==> config.mk <==
export PLATFORM = sky130hd
export DESIGN_NAME = excl_monitor
export DESIGN_NICKNAME = d
export VERILOG_FILES = /design/src/rtl/excl_mon_pkg.sv /design/src/rtl/excl_ea_gen.sv /design/src/rtl/excl_resv.sv /design/src/rtl/excl_resp.sv /design/src/rtl/excl_monitor.sv
export SDC_FILE = /design/constraint.sdc
export NUM_CORES = 1
export LEC_CHECK = 0
export ABC_CLOCK_PERIOD_IN_PS = 10240
export BUFFER_PORTS_ARGS = -buffer_cell sky130_fd_sc_hd__buf_4
export CAP_MARGIN = 40
export CORE_ASPECT_RATIO = 0.8
export CORE_UTILIZATION = 42
export CTS_CLUSTER_DIAMETER = 200
export DETAILED_ROUTE_END_ITERATION = 8
export GPL_ROUTABILITY_DRIVEN = 0
export PLACE_DENSITY = 0.64
export REMOVE_ABC_BUFFERS = 1
export SKIP_CTS_REPAIR_TIMING = 1
export SYNTH_ARGS = -nofsm -noshare
export SYNTH_HDL_FRONTEND = slang
export SYNTH_SLANG_ARGS = --single-unit
==> constraint.sdc <==
create_clock -name clk -period 10.24 [get_ports clk]
set_clock_uncertainty 0.2 [all_clocks]
set_input_delay 2.048 -clock clk [delete_from_list [all_inputs] [get_ports clk]]
set_output_delay 2.048 -clock clk [all_outputs]
set_load 0.02 [all_outputs]
==> src/rtl/excl_mon_pkg.sv <==
package excl_mon_pkg;

  typedef enum logic [1:0] {
    ACC_LOAD     = 2'd0,
    ACC_STORE    = 2'd1,
    ACC_LOAD_EX  = 2'd2,
    ACC_STORE_EX = 2'd3
  } acc_kind_e;

  typedef enum logic [1:0] {
    XSZ_NONE = 2'd0,
    XSZ_BYTE = 2'd1,
    XSZ_HALF = 2'd2,
    XSZ_WORD = 2'd3
  } xfer_size_e;

endpackage

==> src/rtl/excl_ea_gen.sv <==
module excl_ea_gen #(
  parameter int ADDR_W = 32,
  parameter int IDX_W  = 5
) (
  input  logic [IDX_W-1:0]  ra_idx,
  input  logic [ADDR_W-1:0] ra_val,
  input  logic [ADDR_W-1:0] rb_val,
  output logic [ADDR_W-1:0] eff_addr
);
  logic [ADDR_W-1:0] base;

  // index zero selects a zero base, not register contents
  always_comb begin
    base     = (ra_idx == '0) ? '0 : ra_val;
    eff_addr = base + rb_val;
  end
endmodule

==> src/rtl/excl_resv.sv <==
module excl_resv
  import excl_mon_pkg::*;
#(
  parameter int ADDR_W = 32
) (
  input  logic              clk,
  input  logic              rst_n,
  input  logic              acc_valid,
  input  acc_kind_e         acc_kind,
  input  logic [ADDR_W-1:0] acc_addr,
  input  xfer_size_e        acc_size,
  output logic              resv_held,
  output logic              local_ok
);
  logic              held_q, held_d;
  logic [ADDR_W-1:0] tag_addr_q, tag_addr_d;
  xfer_size_e        tag_size_q, tag_size_d;

  always_comb begin
    held_d     = held_q;
    tag_addr_d = tag_addr_q;
    tag_size_d = tag_size_q;
    local_ok   = 1'b0;
    if (acc_valid) begin
      unique case (acc_kind)
        ACC_LOAD_EX: begin
          held_d     = 1'b1;
          tag_addr_d = acc_addr;
          tag_size_d = acc_size;
        end
        ACC_STORE_EX: begin
          local_ok   = held_q && (acc_addr == tag_addr_q) && (acc_size == tag_size_q);
          held_d     = 1'b0;
          tag_addr_d = '0;
          tag_size_d = XSZ_NONE;
        end
        default: begin
          // plain load or store: drop any reservation regardless of address
          held_d     = 1'b0;
          tag_addr_d = '0;
          tag_size_d = XSZ_NONE;
        end
      endcase
    end
  end

  always_ff @(posedge clk or negedge rst_n) begin
    if (!rst_n) begin
      held_q     <= 1'b0;
      tag_addr_q <= '0;
      tag_size_q <= XSZ_NONE;
    end else if (acc_valid) begin
      held_q     <= held_d;
      tag_addr_q <= tag_addr_d;
      tag_size_q <= tag_size_d;
    end
  end

  assign resv_held = held_q;

  AST_LDX_TAGS: assert property (@(posedge clk) disable iff (!rst_n)
    acc_valid && acc_kind == ACC_LOAD_EX |=> held_q && tag_addr_q == $past(acc_addr) && tag_size_q == $past(acc_size));
  AST_LOAD_DROPS: assert property (@(posedge clk) disable iff (!rst_n)
    acc_valid && acc_kind == ACC_LOAD |=> !held_q && tag_size_q == XSZ_NONE);
  AST_STORE_DROPS: assert property (@(posedge clk) disable iff (!rst_n)
    acc_valid && acc_kind == ACC_STORE |=> !held_q && tag_addr_q == '0);
  AST_STX_CONSUMES: assert property (@(posedge clk) disable iff (!rst_n)
    acc_valid && acc_kind == ACC_STORE_EX |=> !held_q);
  AST_IDLE_KEEPS: assert property (@(posedge clk) disable iff (!rst_n)
    !acc_valid |=> $stable(held_q) && $stable(tag_addr_q));
endmodule

==> src/rtl/excl_resp.sv <==
module excl_resp
  import excl_mon_pkg::*;
#(
  parameter int ADDR_W = 32,
  parameter int DATA_W = 32
) (
  input  logic              clk,
  input  logic              rst_n,
  input  logic              acc_valid,
  input  acc_kind_e         acc_kind,
  input  xfer_size_e        acc_size,
  input  logic [ADDR_W-1:0] acc_addr,
  input  logic [DATA_W-1:0] st_data,
  input  logic [DATA_W-1:0] rd_data,
  input  logic              local_ok,
  input  logic              global_ok,
  output logic              status_valid,
  output logic              status_code,
  output logic              local_pass,
  output logic              mem_we,
  output logic [ADDR_W-1:0] mem_addr,
  output logic [DATA_W-1:0] mem_wdata,
  output logic              ld_valid,
  output logic [DATA_W-1:0] ld_data
);
  localparam int BYTE_BITS = (DATA_W < 8)  ? DATA_W : 8;
  localparam int HALF_BITS = (DATA_W < 16) ? DATA_W : 16;

  function automatic logic [DATA_W-1:0] zext(input logic [DATA_W-1:0] d, input xfer_size_e s);
    int lim;
    logic [DATA_W-1:0] r;
    unique case (s)
      XSZ_BYTE: lim = BYTE_BITS;
      XSZ_HALF: lim = HALF_BITS;
      default:  lim = DATA_W;
    endcase
    for (int i = 0; i < DATA_W; i++) r[i] = (i < lim) ? d[i] : 1'b0;
    return r;
  endfunction

  logic stx_fire, ldx_fire, commit;
  logic sv_d, code_d, lp_d, we_d, lv_d;
  logic sv_q, code_q, lp_q, we_q, lv_q;
  logic [ADDR_W-1:0] addr_q, addr_d;
  logic [DATA_W-1:0] wdata_q, wdata_d, ldd_q, ldd_d;

  always_comb begin
    stx_fire = acc_valid && (acc_kind == ACC_STORE_EX);
    ldx_fire = acc_valid && (acc_kind == ACC_LOAD_EX);
    commit   = stx_fire && local_ok && global_ok;
    sv_d     = stx_fire;
    code_d   = stx_fire ? !(local_ok && global_ok) : code_q;
    lp_d     = stx_fire ? local_ok : lp_q;
    we_d     = commit;
    addr_d   = commit ? acc_addr : addr_q;
    wdata_d  = commit ? zext(st_data, acc_size) : wdata_q;
    lv_d     = ldx_fire;
    ldd_d    = ldx_fire ? zext(rd_data, acc_size) : ldd_q;
  end

  always_ff @(posedge clk or negedge rst_n) begin
    if (!rst_n) begin
      sv_q    <= 1'b0;
      code_q  <= 1'b0;
      lp_q    <= 1'b0;
      we_q    <= 1'b0;
      addr_q  <= '0;
      wdata_q <= '0;
      lv_q    <= 1'b0;
      ldd_q   <= '0;
    end else begin
      sv_q <= sv_d;
      we_q <= we_d;
      lv_q <= lv_d;
      if (stx_fire) begin
        code_q <= code_d;
        lp_q   <= lp_d;
      end
      if (commit) begin
        addr_q  <= addr_d;
        wdata_q <= wdata_d;
      end
      if (ldx_fire) ldd_q <= ldd_d;
    end
  end

  assign status_valid = sv_q;
  assign status_code  = code_q;
  assign local_pass   = lp_q;
  assign mem_we       = we_q;
  assign mem_addr     = addr_q;
  assign mem_wdata    = wdata_q;
  assign ld_valid     = lv_q;
  assign ld_data      = ldd_q;

  AST_WE_NEEDS_BOTH: assert property (@(posedge clk) disable iff (!rst_n)
    stx_fire && !(local_ok && global_ok) |=> !mem_we && status_code);
  AST_WE_SINGLE: assert property (@(posedge clk) disable iff (!rst_n)
    mem_we |=> !mem_we);
  AST_STATUS_NEXT: assert property (@(posedge clk) disable iff (!rst_n)
    stx_fire |=> status_valid);
  AST_BYTE_ZEXT: assert property (@(posedge clk) disable iff (!rst_n)
    ldx_fire && acc_size == XSZ_BYTE |=> ld_valid && ld_data[DATA_W-1:BYTE_BITS] == '0);
endmodule

==> src/rtl/excl_monitor.sv <==
module excl_monitor
  import excl_mon_pkg::*;
#(
  parameter int ADDR_W = 32,
  parameter int DATA_W = 32,
  parameter int IDX_W  = 5
) (
  input  logic              clk,
  input  logic              rst_n,
  input  logic              req_valid,
  input  logic [1:0]        req_kind,
  input  logic [1:0]        req_size,
  input  logic [IDX_W-1:0]  ra_idx,
  input  logic [ADDR_W-1:0] ra_val,
  input  logic [ADDR_W-1:0] rb_val,
  input  logic [DATA_W-1:0] st_data,
  input  logic [DATA_W-1:0] mem_rdata,
  input  logic              global_pass,
  output logic              status_valid,
  output logic              status_code,
  output logic              local_pass,
  output logic              mem_we,
  output logic [ADDR_W-1:0] mem_addr,
  output logic [DATA_W-1:0] mem_wdata,
  output logic              ld_valid,
  output logic [DATA_W-1:0] ld_data
);
  logic [1:0]        rst_sync_q;
  logic              rst_int_n;
  logic [ADDR_W-1:0] eff_addr;
  logic              resv_held, local_ok;
  acc_kind_e         kind;
  xfer_size_e        size;

  // reset asserts at once, releases after two clean edges
  always_ff @(posedge clk or negedge rst_n) begin
    if (!rst_n) rst_sync_q <= 2'b00;
    else        rst_sync_q <= {rst_sync_q[0], 1'b1};
  end
  assign rst_int_n = rst_sync_q[1];

  assign kind = acc_kind_e'(req_kind);
  assign size = xfer_size_e'(req_size);

  excl_ea_gen #(.ADDR_W(ADDR_W), .IDX_W(IDX_W)) u_ea (
    .ra_idx   (ra_idx),
    .ra_val   (ra_val),
    .rb_val   (rb_val),
    .eff_addr (eff_addr)
  );

  excl_resv #(.ADDR_W(ADDR_W)) u_resv (
    .clk       (clk),
    .rst_n     (rst_int_n),
    .acc_valid (req_valid),
    .acc_kind  (kind),
    .acc_addr  (eff_addr),
    .acc_size  (size),
    .resv_held (resv_held),
    .local_ok  (local_ok)
  );

  excl_resp #(.ADDR_W(ADDR_W), .DATA_W(DATA_W)) u_resp (
    .clk          (clk),
    .rst_n        (rst_int_n),
    .acc_valid    (req_valid),
    .acc_kind     (kind),
    .acc_size     (size),
    .acc_addr     (eff_addr),
    .st_data      (st_data),
    .rd_data      (mem_rdata),
    .local_ok     (local_ok),
    .global_ok    (global_pass),
    .status_valid (status_valid),
    .status_code  (status_code),
    .local_pass   (local_pass),
    .mem_we       (mem_we),
    .mem_addr     (mem_addr),
    .mem_wdata    (mem_wdata),
    .ld_valid     (ld_valid),
    .ld_data      (ld_data)
  );

  AST_FREE_STX_FAILS: assert property (@(posedge clk) disable iff (!rst_int_n)
    req_valid && kind == ACC_STORE_EX && !resv_held |=> status_code && !local_pass && !mem_we);
  AST_ZERO_BASE: assert property (@(posedge clk) disable iff (!rst_int_n)
    req_valid && kind == ACC_STORE_EX && ra_idx == '0 && local_ok && global_pass |=> mem_addr == $past(rb_val));
endmodule

=== Word level (Yosys, flattened, before mapping) ===
Index checks and enable logic that the tools add are counted.
Widths: inputs -> output; s select.

* Order comparisons: 32
* Shift-type cells: 0
* Reductions and logical operators: 9
* Muxes and demuxes: 71
* Bitwise operators: 0
* Add/sub/neg operators: 1
* Divide/modulo/power cells: 0
* Eq/ne operators: 6
* Multiply operators: 0

{| class="wikitable"
|+ Operators with widths
! cell !! number
|-
| $lt 5x6->1 const A || 16
|-
| $mux 1 || 67
|-
| $mux 32 || 2
|-
| $lt 4x6->1 const A || 8
|-
| $add 32x32->32 || 1
|-
| $eq 32x32->1 || 1
|-
| $lt 3x6->1 const A || 4
|-
| $lt 1x6->1 const A || 2
|-
| $lt 2x6->1 const A || 2
|-
| $pmux 6 s2 || 1
|-
| $logic_and 1x1->1 || 7
|-
| $eq 2x2->1 const B || 3
|-
| $logic_not 5->1 || 1
|-
| $eq 2x1->1 const B || 1
|-
| $eq 2x2->1 || 1
|-
| $mux 2 || 1
|-
| $logic_not 1->1 || 1
|}

* Memories: 0
* Input bits: 141
* Logic and storage cells: 131
* Bits in read-only memories: 0
* Bits in registers: 138
* Memory bits (writable): 0
* Latch bits: 0

=== Depth between registers and ports, before layout ===
Gate-level depths: netlist of the first run.

* Depth in word-level cells: 10
* Depth in mapped cells: 17
* Depth with buffers taken out: 14

=== Cells and area by module ===
From an unflattened synthesis of the first run, not the netlist that was laid out.

* Cells, all modules: 738
* Area total of the unflattened synthesis: 7795.0 um^2

{| class="wikitable"
|+ By module, submodules not included
! module !! cells each !! times used !! area an instance (um^2)
|-
| excl_resp || 312 || 1 || 4072.7
|-
| excl_ea_gen || 297 || 1 || 2065.7
|-
| excl_resv || 126 || 1 || 1602.8
|-
| excl_monitor || 3 || 1 || 53.8
|}

=== Worst setup path after synthesis of the first run ===
No wires, ideal clock.

* Path type: in2reg
* Start point: input ra_idx[0]
* End point: register u_resp.wdata_q[12], in the netlist u_resp.mem_wdata[12]
* Data required time: 9.913 ns
* Stages on the path: 17
* Path slack: 3.507 ns
* Arrival: 6.406 ns
* Library setup time: 0.127 ns
* Cells stage by stage: or4_1 nor2_1 clkbuf_1 nor2b_1 ha_1 fa_1 a21oi_1 o211a_4 xnor3_1 a2111oi_0 or4b_1 nor4_2 nand4_2 nor4_4 buf_6 buf_8 mux2_1

* Word-level cells in the longest chain between the ends: 10

{| class="wikitable"
|+ Ends and longest elaborated chain
! element !! RTL line !! source
|-
| start, declared || excl_monitor.sv:13 || <nowiki>input logic [IDX_W-1:0] ra_idx,</nowiki>
|-
| $logic_not 5->1 || excl_ea_gen.sv:14 || <nowiki>base = (ra_idx == '0) ? '0 : ra_val;</nowiki>
|-
| $mux 32 || excl_ea_gen.sv:14 ||
|-
| $add 32x32->32 || excl_ea_gen.sv:15 || <nowiki>eff_addr = base + rb_val;</nowiki>
|-
| $eq 32x32->1 || excl_resv.sv:32 || <nowiki>local_ok = held_q && (acc_addr == tag_addr_q) && (acc_size == tag_size_q);</nowiki>
|-
| $logic_and 1x1->1 (2 in a row) || excl_resv.sv:32 ||
|-
| $mux 1 || excl_resv.sv:25 || <nowiki>unique case (acc_kind)</nowiki>
|-
| $mux 1 || excl_resv.sv:24 || <nowiki>if (acc_valid) begin</nowiki>
|-
| $logic_and 1x1->1 (2 in a row) || excl_resp.sv:50 || <nowiki>commit = stx_fire && local_ok && global_ok;</nowiki>
|-
| end signal, assigned || excl_resp.sv:81 || <nowiki>wdata_q <= wdata_d;</nowiki>
|-
| end, declared || excl_resp.sv:45 || <nowiki>logic [DATA_W-1:0] wdata_q, wdata_d, ldd_q, ldd_d;</nowiki>
|}

No other way between the ends.
A chain may end at the register's enable or synchronous reset.

=== Final worst setup path of the first run ===
* Start point: input ra_idx[0]
* End point: register u_resp.addr_q[1], in the netlist u_resp.mem_addr[1]

* Word-level cells in the longest chain between the ends: 10

{| class="wikitable"
|+ Ends and longest elaborated chain
! element !! RTL line !! source
|-
| $logic_not 5->1 (*) || excl_ea_gen.sv:14 ||
|-
| $mux 32 (*) || excl_ea_gen.sv:14 ||
|-
| $add 32x32->32 (*) || excl_ea_gen.sv:15 ||
|-
| $eq 32x32->1 || excl_resv.sv:32 ||
|-
| $logic_and 1x1->1 (2 in a row) || excl_resv.sv:32 ||
|-
| $mux 1 || excl_resv.sv:25 ||
|-
| $mux 1 || excl_resv.sv:24 ||
|-
| $logic_and 1x1->1 (2 in a row) || excl_resp.sv:50 ||
|-
| end signal, assigned || excl_resp.sv:80 || <nowiki>addr_q <= addr_d;</nowiki>
|-
| end, declared || excl_resp.sv:44 || <nowiki>logic [ADDR_W-1:0] addr_q, addr_d;</nowiki>
|}

Mark *: on every way between the ends. The rest lies on a longest branch, timed or not.

==> out/qor.csv, run 1 <==
metric,value,unit
yosysTopAreaCell,dfrtp_1,
syn_area,8690,um^2
finalSetupViolations,0,
insertion_delay,420,ps
placedCellCount,1365,
drc,0,
die_x,163,um
core_region_area,20000,um^2
grt_overflow,0,
p_leak,5.43,nW
seq_area,3460,um^2
wl,24800,um
wl_per_cell,17.7,um
io_buffers,241,
ios,242,
outcome,completed,
clk_pin_slew,70,ps
relSlewSlack,0.415,
fill_cells,1839,
grt_max_degree,57,
crit_path_max_fanout,53,
worst_slew_pin_slew,868,ps
fin_ws,2380,ps
drt_iter0_drc,555,
drive_gt1_frac,0.284,
layout_common_cells,"buf_4 (249), dfrtp_1 (137), nand2_1 (134)",
cts_tree,yes,
antenna_left,0,
synth_ff_type,dfrtp_1,
rsz0062_at_grt,no,
start_kind,input port,
syn_area_per_cell,9.63,um^2
initial_core_util,0.434,
ys_types,80,
ys_seq_area_frac,0.398,
cts_htree_levels,4,
yosysTopAreaCellShare,0.398,
fin_crit,7860,ps
antenna_found_initial,1,
synthArstFlopShare,1.00,
rows,46,
dp_slack,1990,ps
grt_pass1_wl,39200,um
clock_sinks,138,
via_per_inst,5.49,
cap_viol_max_count,0,
yosysWarnings,0,
cp.required,10340,ps
final_max_slew_viol_count,0,
clockRootBuffer,clkbuf_16,
setup_tns,0,ps
hold_path_class,reg2async,
ys_top_cells_by_area,"dfrtp_1 (40%), nand2_1 (5.8%), ha_1 (4.6%), mux2i_1 (4.4%), xnor2_1 (4.3%)",
fin_nets,1294,
die_y,131,um
drt_first_pass_iters,8,
synthCells,902,
syn_to_final_growth,29.6,%
multiInputGateArea,4790,um^2
finalHoldViolations,0,
final_common_cell,buf_4,
stdcell_count,1397,
vias,7664,
grt.total_usage,0.238,
clockBufferDepth,2,
max_freq,127,MHz
synth-seq-cells,138,
synth-edff-count,0,
reg2regPathDepth,8,
fin_crit_sh,0.767,
power.density,154,nW/um^2
antennaDiodeCount,0,
fp.dieArea,21300,um^2
end_kind,flop,
dp_hpwl,18600,um
grt_pass1_vias,7415,
irDropWorstVdd,0.103,mV
crit_type,in2reg,
crit_arrival,7960,ps
cts_buffers,17,
[metal layers]
layer,up-vias,track usage,share of wire
met5,-,0,0.00053
met4,2,0.0759,0.018
met3,36,0.0600,0.084
met2,327,0.355,0.43
met1,3681,0.338,0.47
li1,3618,-,-
[cells by family (layout without fill, tap and decap cells)]
logic type,after synthesis,in the layout,synth area share
muxes,67,67,0.0814
adders and majority gates,33,33,0.0484
xor gates and xnor gates,72,72,0.0841
other,1,1,0.000432
DFF,138,138,0.398
buffers and inverters,97,328,0.0517
and+or+nand+nor,321,321,0.192
AOI/OAI and AO/OA,173,173,0.145
[area by class of cell]
cell class	count	area share
Multi-Input combinational cell	667	0.425
Sequential cell	138	0.307
Timing Repair Buffer	250	0.167
Clock buffer	19	0.0394
Tap cell	264	0.0293
Clock inverter	13	0.0161
Inverter	46	0.0153
[flip-flops by register name, indices dropped and copies added (netlist names)]
signal,count
u_resv.tag_size_q,2
u_resv.tag_addr_q,32
u_resp.mem_we,1
u_resv.resv_held,1
u_resp.ld_data,32
u_resp.mem_wdata,32
u_resp.status_valid,1
u_resp.mem_addr,32
u_resp.status_code,1
u_resp.local_pass,1
rst_sync_q,2
u_resp.ld_valid,1
[stage by stage]
step	utilization	power [mW]	hold slack [ps]	instance area, um^2
finish	0.562	1.73	36.0	11300
global route	0.562	1.81	69.0	11300
detailed placement	0.531	1.07	44.3	10600
global placement	0.530	1.07	44.2	10600
CTS	0.562	1.74	51.3	11300
floorplan	-	0.902	131	8410
[power by group]
part,leakage (nW),total [mW],switching (mW),internal [mW]
logic,3.44,0.466,0.271,0.195
registers,1.68,0.602,0.0240,0.578
clock network,0.303,0.663,0.265,0.398
total,5.43,1.73,0.560,1.17
[final timing paths]
check	slack, ps	from	to
worst max-delay path	2380	ra_idx[0]	u_resp.mem_addr[1]
worst min-delay path	40	rst_sync_q[1]	u_resp.mem_wdata[7]
worst max register to register	6340	u_resv.tag_addr_q[6]	u_resp.mem_addr[1]
worst min register to register	40	rst_sync_q[1]	u_resp.mem_wdata[7]
max in group asynchronous	8050	rst_sync_q[1]	u_resp.mem_addr[29]
min in group clk	160	rst_sync_q[0]	rst_sync_q[1]
[synthesized netlist by cell type (3+ instances only)]
master,n
buf_4,6
nor2b_1,40
a31oi_1,3
xor3_1,3
a211o_1,3
o2bb2ai_1,18
o21a_1,8
a21oi_1,43
and2_1,4
nor4b_1,3
xnor2_1,43
nand4_1,15
nor4_1,8
nand2_1,134
buf_2,8
a22o_1,15
mux2i_1,38
a21o_1,6
ha_1,32
nand3b_1,8
or2_2,3
xor2_1,22
buf_6,4
and4_1,10
dfrtp_1,138
xnor3_1,4
a22oi_1,3
mux2_1,14
mux2_2,15
a2111oi_0,3
or4_1,4
nand3_1,28
and3_1,4
a211oi_1,8
o21ai_0,27
nor3_1,10
inv_1,46
o211ai_1,6
o21bai_1,5
clkbuf_1,29
nor2_1,34
[worst max-delay path, cell delays in order]
cell       delay [ps]
buf_4             100
or4_1             550
nor2_2            630
buf_4             340
nor2b_1            70
ha_1              460
nand4_1           410
or3_1             480
or3_4             370
and4_1            230
a2111oi_2         390
o2111ai_1         180
nand4b_4          220
nor4_4            300
buf_4             670
mux2_2            410
No activity file was read; power rests on OpenSTA's default activity.
==> run 2, diff against run 1 <==
--- a/config.mk
+++ b/config.mk
@@ -5,7 +5,7 @@
 export SDC_FILE = /design/constraint.sdc
 export NUM_CORES = 1
 export LEC_CHECK = 0
-export ABC_CLOCK_PERIOD_IN_PS = 10240
+export ABC_CLOCK_PERIOD_IN_PS = 8100
 export BUFFER_PORTS_ARGS = -buffer_cell sky130_fd_sc_hd__buf_4
 export CAP_MARGIN = 40
 export CORE_ASPECT_RATIO = 0.8
==> constraint.sdc (replaced) <==
create_clock -name clk -period 8.1 [get_ports clk]
set_clock_uncertainty 0.2 [all_clocks]
set_input_delay 1.62 -clock clk [delete_from_list [all_inputs] [get_ports clk]]
set_output_delay 1.62 -clock clk [all_outputs]
set_load 0.02 [all_outputs]
==> out/qor.csv, run 2 (synthesis results as in run 1) <==
metric,value,unit
outcome,completed,
end_kind,flop,
drt_iter0_drc,635,
p_leak,5.40,nW
clock_sinks,138,
clk_pin_slew,60,ps
clockBufferDepth,2,
worst-path-buf-inv,3,
cp.required,8190,ps
rsz0062_at_grt,no,
whs,35.8,ps
fin_crit_sh,0.818,
fin_crit,6620,ps
fin_nets,1294,
drive_gt1_frac,0.284,
via_per_inst,5.41,
stdcell_count,1397,
placedCellCount,1365,
relSlewSlack,0.445,
power,2.12,mW
slowest_stage,or4_1,
hold_path_class,reg2async,
ios,242,
fp.dieArea,21300,um^2
dp_hpwl,18600,um
placed_cell_area,10700,um^2
crit_type,in2reg,
io_buffers,241,
die_x,163,um
setup_tns,0,ps
layout_common_cells,"buf_4 (248), dfrtp_1 (137), nand2_1 (134)",
initial_core_util,0.434,
die_y,131,um
finalHoldViolations,0,
cap_viol_max_count,0,
fin_ws,1480,ps
clockRootBuffer,clkbuf_16,
reg2regPathDepth,8,
wl,24800,um
syn_to_final_growth,29.3,%
startpoint,ra_idx[0],
r2r_start,u_resv.tag_addr_q[6],
worst_slew_pin_slew,824,ps
rows,46,
path_cells,"buf_4, or4_1, nor2_2, buf_4, nor2b_1, ha_1, fa_1, a21oi_1, o211a_4, xnor3_1, a2111oi_0, or4b_1, nor4_2, nand4_2, nor4_4, buf_12, mux2_1",
grt.total_usage,0.238,
cts_tree,yes,
r2r_setup_slack,4480,ps
cts_htree_levels,4,
slowest_delay,540,ps
finalSetupViolations,0,
drt_first_pass_iters,5,
cp_num_cells,17,
antenna_found_initial,0,
final_util,0.561,
drc,0,
dp_slack,1130,ps
grt_pass1_vias,7399,
grt_pass1_wl,39200,um
cts_buffers,17,
max_freq,151,MHz
final_max_slew_viol_count,0,
antennaDiodeCount,0,
grt_overflow,0,
crit_path_max_fanout,53,
crit_path_end,u_resp.mem_wdata[11],
core_region_area,20000,um^2
crit_arrival,6710,ps
antenna_left,0,
critPathTopFamily,simple AND/OR/NAND/NOR gates,
irDropWorstVdd,0.102,mV
start_kind,input port,
r2r_end,u_resp.mem_wdata[11],
power.density,189,nW/um^2
insertion_delay,420,ps
wl_per_cell,17.7,um
grt_max_degree,57,
cp_common_cell,buf_4,
final_common_cell,buf_4,
fin_area,11200,um^2
vias,7556,
-- run 2: changes by cell type in the layout (fill, tap and decap cells not counted) --
cell,previous run,this run
bufinv_16,3,1
clkinv_4,3,1
inv_6,4,6
buf_4,249,248
clkinvlp_4,1,4
inv_8,2,1
buf_8,1,0
buf_16,0,1
buf_12,0,1
-- run 2: final cells by class --
class	count	area [um^2]
sequential	138	3460
timing repair buffer	250	1910
tap	264	330
inverter	46	173
clock buffer	19	443
fill	1822	8800
clock inverter	13	133
multi-input combinational	667	4790
-- run 2: how the worst min path moves through the flow --
| stage | to | start | slack (ps) | depth (start not counted) |
|---|---|---|---|---|
| 6_report | u_resp.mem_wdata[14] | rst_sync_q[1] | 40 | 0 |
| 5_1_grt | u_resp.mem_wdata[7] | rst_sync_q[1] | 70 | 0 |
| 4_1_cts | u_resp.mem_wdata[14] | rst_sync_q[1] | 50 | 0 |
| 3_5_place_dp | u_resp.mem_wdata[5] | rst_sync_q[1] | 40 | 0 |
| 3_3_place_gp | u_resp.ld_data[13] | rst_sync_q[1] | 40 | 0 |
| 2_1_floorplan | rst_sync_q[1] | rst_sync_q[0] | 130 | 0 |
-- run 2: where the power goes --
| group | switching, mW | total, mW | internal [mW] | leakage, nW |
|---|---|---|---|---|
| sequential | 0.0300 | 0.760 | 0.730 | 1.68 |
| clock | 0.331 | 0.770 | 0.439 | 0.270 |
| combinational | 0.342 | 0.590 | 0.248 | 3.45 |
-- run 2: worst reg2reg max path, delay by kind of cell, from the launching register on --
kind                      cells  cell delay [ps]
xor gates and xnor gates      1              350
muxes                         1              400
AOI/OAI and AO/OA             1              470
buffers and inverters         1              350
and+or+nand+nor               4             1310
DFF                           1              400
-- run 2: per-layer routing --
metal	global-route usage	wire length [um]
met1	0.336	11600
met5	0	0
met3	0.0603	2070
met2	0.360	10800
met4	0.0665	320
